==> config.mk <==
export PLATFORM = sky130hd
export DESIGN_NAME = crc_serial_engine
export DESIGN_NICKNAME = d
export VERILOG_FILES = /design/src/rtl/crc_pkg.sv /design/src/rtl/crc_fifo.sv /design/src/rtl/crc_feeder.sv /design/src/rtl/crc_lfsr.sv /design/src/rtl/crc_serial_engine.sv
export SDC_FILE = /design/constraint.sdc
export NUM_CORES = 1
export LEC_CHECK = 0
export ABC_AREA = 1
export BUFFER_PORTS_ARGS = -buffer_cell sky130_fd_sc_hd__buf_2
export CAP_MARGIN = 20
export CORE_AREA = 2 2 128 130
export CTS_CLUSTER_SIZE = 20
export DETAILED_ROUTE_END_ITERATION = 10
export DIE_AREA = 0 0 130 132
export PLACE_DENSITY = 0.76
export SLEW_MARGIN = 20
export SYNTH_ARGS = -nofsm -noshare
export SYNTH_HDL_FRONTEND = slang
export SYNTH_SLANG_ARGS = --single-unit
==> constraint.sdc <==
create_clock -name clk -period 4.9 [get_ports clk]
set_input_delay 0 -clock clk [delete_from_list [all_inputs] [get_ports clk]]
set_output_delay 0 -clock clk [all_outputs]
set_load 0.02 [all_outputs]
==> src/rtl/crc_pkg.sv <==
package crc_pkg;
  typedef enum logic [1:0] {
    ADDR_DATA = 2'd0,
    ADDR_CTRL = 2'd1,
    ADDR_MASK = 2'd2,
    ADDR_INIT = 2'd3
  } crc_addr_e;

  localparam int CTRL_GO_BIT = 4;
endpackage

==> src/rtl/crc_fifo.sv <==
module crc_fifo #(
  parameter int W     = 16,
  parameter int DEPTH = 8,
  localparam int AW   = $clog2(DEPTH),
  localparam int CW   = $clog2(DEPTH + 1)
) (
  input  logic          clk,
  input  logic          rst_n,
  input  logic          push,
  input  logic [W-1:0]  din,
  input  logic          pop,
  output logic [W-1:0]  dout,
  output logic          full,
  output logic          empty,
  output logic [CW-1:0] count
);
  logic [W-1:0]  mem [DEPTH];
  logic [AW-1:0] rd_q, rd_d, wr_q, wr_d;
  logic [CW-1:0] cnt_q, cnt_d;
  logic          do_push, do_pop;

  assign full    = (cnt_q == CW'(DEPTH));
  assign empty   = (cnt_q == '0);
  assign count   = cnt_q;
  assign dout    = mem[rd_q];
  assign do_push = push && !full;
  assign do_pop  = pop && !empty;

  always_comb begin
    rd_d  = rd_q;
    wr_d  = wr_q;
    cnt_d = cnt_q;
    if (do_push) wr_d = wr_q + AW'(1);
    if (do_pop)  rd_d = rd_q + AW'(1);
    if (do_push && !do_pop)      cnt_d = cnt_q + CW'(1);
    else if (do_pop && !do_push) cnt_d = cnt_q - CW'(1);
  end

  always_ff @(posedge clk or negedge rst_n) begin
    if (!rst_n) begin
      rd_q  <= '0;
      wr_q  <= '0;
      cnt_q <= '0;
    end else begin
      rd_q  <= rd_d;
      wr_q  <= wr_d;
      cnt_q <= cnt_d;
    end
  end

  always_ff @(posedge clk) begin
    if (do_push) mem[wr_q] <= din;
  end
endmodule

==> src/rtl/crc_feeder.sv <==
module crc_feeder #(
  parameter int W    = 16,
  localparam int LW  = $clog2(W)
) (
  input  logic          clk,
  input  logic          rst_n,
  input  logic          run,
  input  logic [LW-1:0] len,
  input  logic          src_empty,
  input  logic [W-1:0]  src_word,
  output logic          pop,
  output logic          step_en,
  output logic          bit_out,
  output logic          busy
);
  logic [W-1:0]  word_q, word_d;
  logic [LW-1:0] cnt_q, cnt_d;
  logic          busy_q, busy_d;

  assign busy    = busy_q;
  assign pop     = run && !busy_q && !src_empty;
  assign step_en = run && (busy_q || !src_empty);
  assign bit_out = busy_q ? word_q[cnt_q] : src_word[len];

  always_comb begin
    word_d = word_q;
    cnt_d  = cnt_q;
    busy_d = busy_q;
    if (pop) begin
      word_d = src_word;
      cnt_d  = len - LW'(1);
      busy_d = (len != '0);
    end else if (step_en) begin
      cnt_d  = cnt_q - LW'(1);
      busy_d = (cnt_q != '0);
    end
  end

  always_ff @(posedge clk or negedge rst_n) begin
    if (!rst_n) begin
      word_q <= '0;
      cnt_q  <= '0;
      busy_q <= 1'b0;
    end else begin
      word_q <= word_d;
      cnt_q  <= cnt_d;
      busy_q <= busy_d;
    end
  end
endmodule

==> src/rtl/crc_lfsr.sv <==
module crc_lfsr #(
  parameter int W    = 16,
  localparam int LW  = $clog2(W)
) (
  input  logic          clk,
  input  logic          rst_n,
  input  logic          step_en,
  input  logic          bit_in,
  input  logic          load_en,
  input  logic [W-1:0]  load_val,
  input  logic [LW-1:0] len,
  input  logic [W-1:0]  mask,
  output logic [W-1:0]  crc_raw,
  output logic [W-1:0]  crc_res
);
  localparam logic [LW-1:0] TOP = LW'(W - 1);

  logic [W-1:0] crc_q, crc_d, wmask, shifted;
  logic         msb;

  assign wmask   = {W{1'b1}} >> (TOP - len);
  assign msb     = crc_q[len];
  assign shifted = {crc_q[W-2:0], bit_in} & wmask;
  assign crc_raw = crc_q;
  assign crc_res = crc_q & wmask;

  always_comb begin
    crc_d = crc_q;
    if (step_en)      crc_d = msb ? (shifted ^ (mask & wmask)) : shifted;
    else if (load_en) crc_d = load_val;
  end

  always_ff @(posedge clk or negedge rst_n) begin
    if (!rst_n) crc_q <= '0;
    else        crc_q <= crc_d;
  end
endmodule

==> src/rtl/crc_serial_engine.sv <==
module crc_serial_engine #(
  parameter int W     = 16,
  parameter int DEPTH = 8,
  localparam int LW   = $clog2(W),
  localparam int CW   = $clog2(DEPTH + 1)
) (
  input  logic         clk,
  input  logic         rst_n,
  input  logic         wr_en,
  input  logic [1:0]   wr_addr,
  input  logic [W-1:0] wr_data,
  output logic [W-1:0] crc_out,
  output logic         fifo_full,
  output logic         fifo_empty
);
  import crc_pkg::*;

  logic          rs1_q, rst_sync_n;
  logic          go_q, go_d;
  logic [LW-1:0] len_q, len_d;
  logic [W-1:0]  mask_q, mask_d;
  logic          sel_data, sel_ctrl, sel_mask, sel_init, locked;
  logic [W-1:0]  head;
  logic          q_empty, pop, step_en, bit_s, busy;
  logic [CW-1:0] fifo_cnt;
  logic [W-1:0]  crc_raw;

  always_ff @(posedge clk or negedge rst_n) begin
    if (!rst_n) begin
      rs1_q      <= 1'b0;
      rst_sync_n <= 1'b0;
    end else begin
      rs1_q      <= 1'b1;
      rst_sync_n <= rs1_q;
    end
  end

  assign fifo_empty = q_empty && !busy;
  assign locked     = go_q && !fifo_empty;
  assign sel_data   = wr_en && (wr_addr == ADDR_DATA);
  assign sel_ctrl   = wr_en && (wr_addr == ADDR_CTRL);
  assign sel_mask   = wr_en && (wr_addr == ADDR_MASK) && !locked;
  assign sel_init   = wr_en && (wr_addr == ADDR_INIT) && !locked;

  always_comb begin
    go_d   = go_q;
    len_d  = len_q;
    mask_d = mask_q;
    if (sel_ctrl) begin
      go_d = wr_data[CTRL_GO_BIT];
      if (!locked) len_d = wr_data[LW-1:0];
    end
    if (sel_mask) mask_d = wr_data;
  end

  always_ff @(posedge clk or negedge rst_sync_n) begin
    if (!rst_sync_n) begin
      go_q   <= 1'b0;
      len_q  <= '0;
      mask_q <= '0;
    end else begin
      go_q   <= go_d;
      len_q  <= len_d;
      mask_q <= mask_d;
    end
  end

  crc_fifo #(.W(W), .DEPTH(DEPTH)) u_fifo (
    .clk(clk), .rst_n(rst_sync_n), .push(sel_data), .din(wr_data),
    .pop(pop), .dout(head), .full(fifo_full), .empty(q_empty), .count(fifo_cnt)
  );

  crc_feeder #(.W(W)) u_feed (
    .clk(clk), .rst_n(rst_sync_n), .run(go_q), .len(len_q),
    .src_empty(q_empty), .src_word(head), .pop(pop), .step_en(step_en),
    .bit_out(bit_s), .busy(busy)
  );

  crc_lfsr #(.W(W)) u_lfsr (
    .clk(clk), .rst_n(rst_sync_n), .step_en(step_en), .bit_in(bit_s),
    .load_en(sel_init), .load_val(wr_data), .len(len_q), .mask(mask_q),
    .crc_raw(crc_raw), .crc_res(crc_out)
  );
endmodule

==> metrics.md, run 1 <==
| Metric | Value |
|---|---|
| Crit-path max FO | `34` |
| Pwr/cell area | `573 nW/µm²` |
| Setup TNS | `0 ns` |
| Placer Congestion | `0.929` |
| Clock slew at reported path FFs | `0.07 ns` |
| Design area | `10,400 µm²` |
| Core ar. | `15,700 µm²` |
| Final period utilization | `0.623` |
| Largest net degree at the start of global routing | `69` |
| Sequential power share | `0.390` |
| Post-synthesis sequential area ratio | `0.604` |
| Post-DRT Antenna Nets | `0` |
| Post-DP HPWL | `13,800 µm` |
| Via density | `5.55` |
| Unrepaired setup endpoints after global routing | `no` |
| Achievable frequency | `0.328 GHz` |
| Clock network fraction of total power | `0.252` |
| Share of post-route cells with drive strength above 1 | `0.118` |
| TritonRoute pass-1 iters | `8` |
| Worst Setup EP | `mask_q[6]$_DFFE_PN0P_` |
| Avg Synthesized Cell Area | `9.54 µm²` |
| Crit-path slowest cell | `nand4_2` |
| Mapped cell area | `9260 µm²` |
| Worst reg2reg startpoint | `u_fifo.count[0]$_DFFE_PN0P_` |
| FILL cells | `1,279` |
| Maximum root-to-sink buffer count | `2` |
| Syn Inst Count | `971` |
| Die X | `130 µm` |
| CP required | `5.22 ns` |
| Internal power | `3.63 mW` |
| Hold Crit Class | `input port to register` |
| Critical path depth in cells | `7` |
| Nets | `1,048` |
| Setup CP Type | `register to register` |
| Die height | `132 µm` |
| Final critical-path required period | `3.05 ns` |
| Static leakage | `4.50 nW` |
| Area delta synth->final | `12.5%` |
| Vias in the first global route | `6,730` |
| GRT overflow | `0` |
| DR vias | `6,927` |
| Placed inst area | `9580 µm²` |
| Drt drc | `0` |
| Area of the multi-input gates | `3030 µm²` |
| Slew headroom | `0.293` |
| Sw Ratio | `0.392` |
| Max-Cap Viols | `0` |
| Dominant synthesized flop cell | `edfxtp_1` |
| Worst Path Arrival | `3.37 ns` |
| Post-synth ARST share | `0.354` |
| Total GRT Usage | `0.273` |
| Status | `finished clean` |
| Hold Path Origin | `wr_en` |
| Starting density of the core | `0.590` |
| Synth warnings | `0` |
| First-pass GRT wire length | `35,300 µm` |
| Final wirelength | `22,100 µm` |
| Number of setup violations in the final report | `0` |
| DIE AREA | `17,200 µm²` |
| N_diodes | `0` |
| Crit. End Element | `register` |
| Reg-to-reg endpoint | `mask_q[6]$_DFFE_PN0P_` |
| P_sw | `2.34 mW` |
| CP startpoint | `u_fifo.count[0]$_DFFE_PN0P_` |
| R2R Setup Slk | `1.85 ns` |
| CP cell instances | `nor2_1, inv_1, nor3_2, inv_1, o21ai_4, nand4_2, mux2_2` |
| Clk_skew | `0.00712 ns` |
| Syn Nets | `999` |
| Post-synth EDFFs | `128` |
| Crit path launch type | `register` |
| Crit-path most repeated cell | `inv_1` |
| TritonCTS clock tree | `built` |
| Routed WL per cell | `17.7 µm` |
| Reg2reg path depth | `7` |
| Slew Limit Fails | `0` |
| Final Hold Vio Count | `0` |
| Clk sinks | `198` |
| Top delay family on crit path | `simple AND/OR/NAND/NOR gates` |
| Ports | `39` |
| Sequential Area | `5600 µm²` |
| Number of DRC markers in iteration 0 | `814` |
| Clock network latency to the later pin of the worst-skew pair | `0.44 ns` |
| Combinational power share | `0.358` |
| H-tree depth | `4` |
| Slew of the pin with the lowest slew margin | `1.06 ns` |
| Max VDD drop | `0.000332 V` |
| CTS Buf Count | `17` |
| Initial antenna violation count | `0` |
| CP Buf/Inv Count | `2` |
| Flops & latches, synth | `198` |
| I/O Buffers | `38` |
| Slowest stage delay, CP | `0.77 ns` |
| CTS Root Cell | `clkbuf_16` |
| Hold Path Depth | `5` |
| Row count | `46` |
| Synth cell types | `45` |
-- worst reg2reg max path: stages (launching register included) --
cell	delay, ns
dfrtp_1	0.44
nor2_1	0.16
inv_1	0.08
nor3_2	0.21
inv_1	0.13
o21ai_4	0.62
nand4_2	0.78
mux2_2	0.52
-- registers in the layout, indices dropped and copies added, names as in the netlist --
signal,cells
go_q,1
len_q,4
mask_q,16
rs1_q,1
rst_sync_n,1
u_feed.busy,1
u_feed.cnt_q,4
u_feed.word_q,16
u_fifo.count,4
u_fifo.mem,128
u_fifo.rd_q,3
u_fifo.wr_q,3
u_lfsr.crc_raw,16
-- through the flow --
step / power (mW) / hold WS, ns / setup WS [ns] / util / std cells
2_1_floorplan: 3.94 / -0.296 / 2.19 / - / 971
5_1_grt: 6.36 / 0.0700 / 1.58 / 0.663 / 1249
3_3_place_gp: 4.37 / -0.212 / 2.08 / 0.610 / 1197
6_report: 5.97 / 0.0484 / 1.85 / 0.663 / 1249
4_1_cts: 5.96 / 0.0381 / 1.89 / 0.663 / 1249
3_5_place_dp: 4.44 / -0.211 / 1.92 / 0.610 / 1197
-- synthesized netlist by cell type, drive strengths merged (2+ instances only) --
cell type	instances	area (µm²)
a22oi	8	65.1
nand2	258	978
xor2	8	70.1
xnor2	3	26.3
nor2	103	407
clkbuf	11	41.3
o22ai	9	56.3
nand3	89	450
mux2	12	135
nor3	8	50.1
dfrtp	70	1750
nand4	6	58.8
ha	6	75.1
buf	29	201
clkinv	2	7.51
a31oi	5	31.3
inv	104	390
o21ai	87	454
edfxtp	128	3840
a21oi	16	83.8
a21o	2	15.0
-- what timing repair did --
action                                  4_1_cts  5_1_grt
resized for setup                             0        0
hold buffers                                 20        0
endpoints found under the hold margin       150        0
buffers inserted                              0        0
endpoints found under the setup margin        0        0
-- cell type report --
| class | instances | share of cell area |
|---|---|---|
| clock inverters | 13 | 0.0189 |
| inverters | 106 | 0.0382 |
| flip-flops and latches | 198 | 0.537 |
| repair buffers | 70 | 0.0461 |
| well taps | 216 | 0.0259 |
| multi-input cells | 627 | 0.291 |
| clock buffers | 19 | 0.0425 |
-- routing by layer --
layer / vias up / track usage / wire length [µm]
li1: 3315 / - / -
met1: 3313 / 0.390 / 9560
met2: 258 / 0.424 / 10600
met3: 41 / 0.0459 / 1450
met4: 0 / 0.0992 / 504
met5: - / 0 / 0
-- cells by family (layout without fill, tap and decap cells) --
logic type / Yosys count / in the layout / share of synthesized area
and+or+nand+nor: 466 / 466 / 0.212
adders and majority gates: 7 / 7 / 0.0103
AOI/OAI and AO/OA: 130 / 130 / 0.0792
xor gates and xnor gates: 11 / 11 / 0.0104
other: 1 / 1 / 0.000405
buffers and inverters: 146 / 208 / 0.0692
muxes: 12 / 12 / 0.0146
DFF: 198 / 198 / 0.604
-- power groups by stage --
stage          combinational [mW]  sequential (mW)  clock (mW)
6_report                     2.13             2.33        1.50
2_1_floorplan                1.70             2.23           0
4_1_cts                      2.12             2.32        1.52
5_1_grt                      2.41             2.36        1.59
3_3_place_gp                 2.04             2.34           0
3_5_place_dp                 2.09             2.34           0
-- cell usage in the layout (no fill, tap or decap), types with 5 or more instances in the layout --
cell type	synthesis	final
a21oi_1	15	15
a22oi_1	7	7
a31oi_1	5	5
buf_2	17	38
buf_4	4	12
clkbuf_16	0	17
dfrtp_1	70	68
dlygate4sd3_1	0	20
edfxtp_1	128	128
ha_1	6	6
inv_1	98	97
inv_2	6	7
mux2_2	12	12
nand2_1	254	254
nand3_1	88	88
nor2_1	99	99
nor3_1	6	6
o21ai_0	75	75
o21ai_1	9	9
o22ai_1	9	9
xor2_1	8	8
-- how the worst min path moves through the flow --
stage | endpoint | slack [ns]
detailed placement | rs1_q$_DFF_PN0_ | -0.21
global placement | rs1_q$_DFF_PN0_ | -0.21
CTS | u_fifo.wr_q[2]$_DFFE_PN0P_ | 0.04
floorplan | rs1_q$_DFF_PN0_ | -0.30
global route | u_fifo.wr_q[2]$_DFFE_PN0P_ | 0.07
finish | u_fifo.wr_q[1]$_DFFE_PN0P_ | 0.05
No activity file was read; power rests on OpenSTA's default activity.
==> run 2: changes to the inputs <==
- CORE_AREA: 2 2 128 130 -> 2 2 132 134
- DIE_AREA: 0 0 130 132 -> 0 0 134 136
- PLACE_DENSITY: 0.76 -> 0.74
- clock period: 4.9 -> 2.7 ns (I/O delays scaled with it)
==> metrics.md, run 2 (same netlist as run 1, synthesis figures left out) <==
| Metric | Value |
|---|---|
| Final Power | `10.7 mW` |
| Clk_skew | `0.00850 ns` |
| Reg-to-reg endpoint | `u_lfsr.crc_raw[7]$_DFFE_PN0P_` |
| Slew Limit Fails | `0` |
| Via density | `5.47` |
| Final Hold Vio Count | `0` |
| Worst Path Arrival | `2.83 ns` |
| Most frequent cells in the layout | `nand2_1 (254), edfxtp_1 (128), nor2_1 (99), inv_1 (98), nand3_1 (88)` |
| Worst reg2reg startpoint | `len_q[1]$_DFFE_PN0P_` |
| Max-Cap Viols | `0` |
| Clock slew at reported path FFs | `0.08 ns` |
| Initial antenna violation count | `0` |
| Maximum root-to-sink buffer count | `2` |
| CP cell instances | `inv_2, nor2_2, inv_2, o22ai_1, o21ai_2, nand4_4, nand2_1, xor2_1, nand2_1, a21oi_1` |
| Post-DRT Antenna Nets | `0` |
| Number of DRC markers in iteration 0 | `540` |
| Clock network latency to the later pin of the worst-skew pair | `0.44 ns` |
| Dpl cells | `1,223` |
| Combinational power share | `0.378` |
| Area of the multi-input gates | `3030 µm²` |
| Static leakage | `4.54 nW` |
| Largest net degree at the start of global routing | `41` |
| GRT overflow | `0` |
| DIE AREA | `18,200 µm²` |
| Status | `finished clean` |
| Slowest stage delay, CP | `0.65 ns` |
| Post-CTS Resized | `0` |
| TritonCTS clock tree | `built` |
| CP startpoint | `len_q[1]$_DFFE_PN0P_` |
| Slew of the pin with the lowest slew margin | `0.563 ns` |
| I/O Buffers | `38` |
| Setup CP Type | `register to register` |
| Core ar. | `16,900 µm²` |
| Row count | `48` |
| Crit path launch type | `register` |
| Area delta synth->final | `13.4%` |
| FILL cells | `1,371` |
| Register bank with the most flops | `u_fifo.mem` |
| CTS Root Cell | `clkbuf_16` |
| First-pass GRT wire length | `33,900 µm` |
| Final Non-Filler Cells | `1,274` |
| Sw Ratio | `0.400` |
| Most common cell after layout, fill and taps aside | `nand2_1` |
| Reg2reg path depth | `10` |
| Post-DP HPWL | `14,200 µm` |
| Clk sinks | `198` |
| Final wirelength | `21,700 µm` |
| Setup WS post-layout | `0.246 ns` |
| Die X | `134 µm` |
| Crit. End Element | `register` |
| Total GRT Usage | `0.248` |
| Ports | `39` |
| Routed WL per cell | `17.1 µm` |
| Setup slack at placement | `0.317 ns` |
| P_sw | `4.28 mW` |
| DR vias | `6,964` |
| Number of setup violations in the final report | `0` |
| Share of post-route cells with drive strength above 1 | `0.131` |
| Sequential power share | `0.392` |
| H-tree depth | `4` |
| Slew headroom | `0.625` |
| Final period utilization | `0.909` |
| R2R Setup Slk | `0.25 ns` |
| Nets | `1,064` |
| N_diodes | `0` |
| Final critical-path required period | `2.45 ns` |
| Crit-path slowest cell | `dfrtp_1` |
| Placer Congestion | `0.916` |
| Sequential Area | `5600 µm²` |
| CP required | `3.07 ns` |
| Hold Path Origin | `wr_addr[0]` |
| TritonRoute pass-1 iters | `6` |
| Starting density of the core | `0.549` |
| Hold Path Depth | `5` |
| Max VDD drop | `0.000592 V` |
| Die height | `136 µm` |
| Max reg flops | `128` |
| Worst Setup EP | `u_lfsr.crc_raw[7]$_DFFE_PN0P_` |
| Final core utilization | `0.622` |
| Internal power | `6.41 mW` |
| Setup TNS | `0 ns` |
| Crit-path max FO | `23` |
| Vias in the first global route | `6,530` |
| Unrepaired setup endpoints after global routing | `no` |
| CTS Buf Count | `17` |
| Achievable frequency | `0.408 GHz` |
| Clock network fraction of total power | `0.230` |
| Hold Crit Class | `input port to register` |
| Drt drc | `0` |
| Pwr/cell area | `1020 nW/µm²` |
==> run 2: metrics by stage <==
stage	hold WS, ns	instance area, µm²
floorplan	-0.296	9270
detailed placement	-0.211	9740
finish	0.00878	10500
global placement	-0.211	9740
global route	0.0179	10500
CTS	0.00171	10500
==> run 2: metal layers <==
| metal | wire length [µm] | GRT usage |
|---|---|---|
| met4 | 657 | 0.106 |
| met1 | 9210 | 0.332 |
| met5 | 0 | 0 |
| met3 | 1500 | 0.0541 |
| met2 | 10400 | 0.395 |
==> run 2: layout make-up <==
| class | instances | area share |
|---|---|---|
| clock buffer | 18 | 0.0409 |
| inverter | 106 | 0.0379 |
| sequential | 198 | 0.533 |
| tap | 225 | 0.0268 |
| multi-input combinational | 627 | 0.289 |
| clock inverter | 14 | 0.0132 |
| timing repair buffer | 86 | 0.0593 |
==> run 2: how the worst min path moves through the flow <==
stage	endpoint	slack [ns]
2_1_floorplan	rs1_q$_DFF_PN0_	-0.30
3_3_place_gp	rs1_q$_DFF_PN0_	-0.21
3_5_place_dp	rs1_q$_DFF_PN0_	-0.21
4_1_cts	u_fifo.wr_q[1]$_DFFE_PN0P_	0.002
5_1_grt	u_fifo.wr_q[2]$_DFFE_PN0P_	0.02
6_report	u_fifo.wr_q[1]$_DFFE_PN0P_	0.009
==> run 2: worst max-delay path: cells and delay by family, from the launching register on <==
family	cells	cell delay, ns
AOI/OAI and AO/OA	3	0.43
xor gates and xnor gates	1	0.19
buffers and inverters	2	0.22
DFF	1	0.65
and+or+nand+nor	4	0.88
==> run 2: power by group through the flow <==
stage                     combinational (mW)  sequential, mW  clock (mW)
after floorplan                         3.10            4.06           0
after global placement                  3.90            4.23           0
after detailed placement                3.98            4.24           0
after CTS                               4.02            4.18        2.49
after global routing                    4.50            4.26        2.61
final                                   4.04            4.19        2.46
==> run 2: timing repair <==
action,CTS,global route
hold endpoints to repair,149,0
hold buffers,19,0
setup buffers,0,0
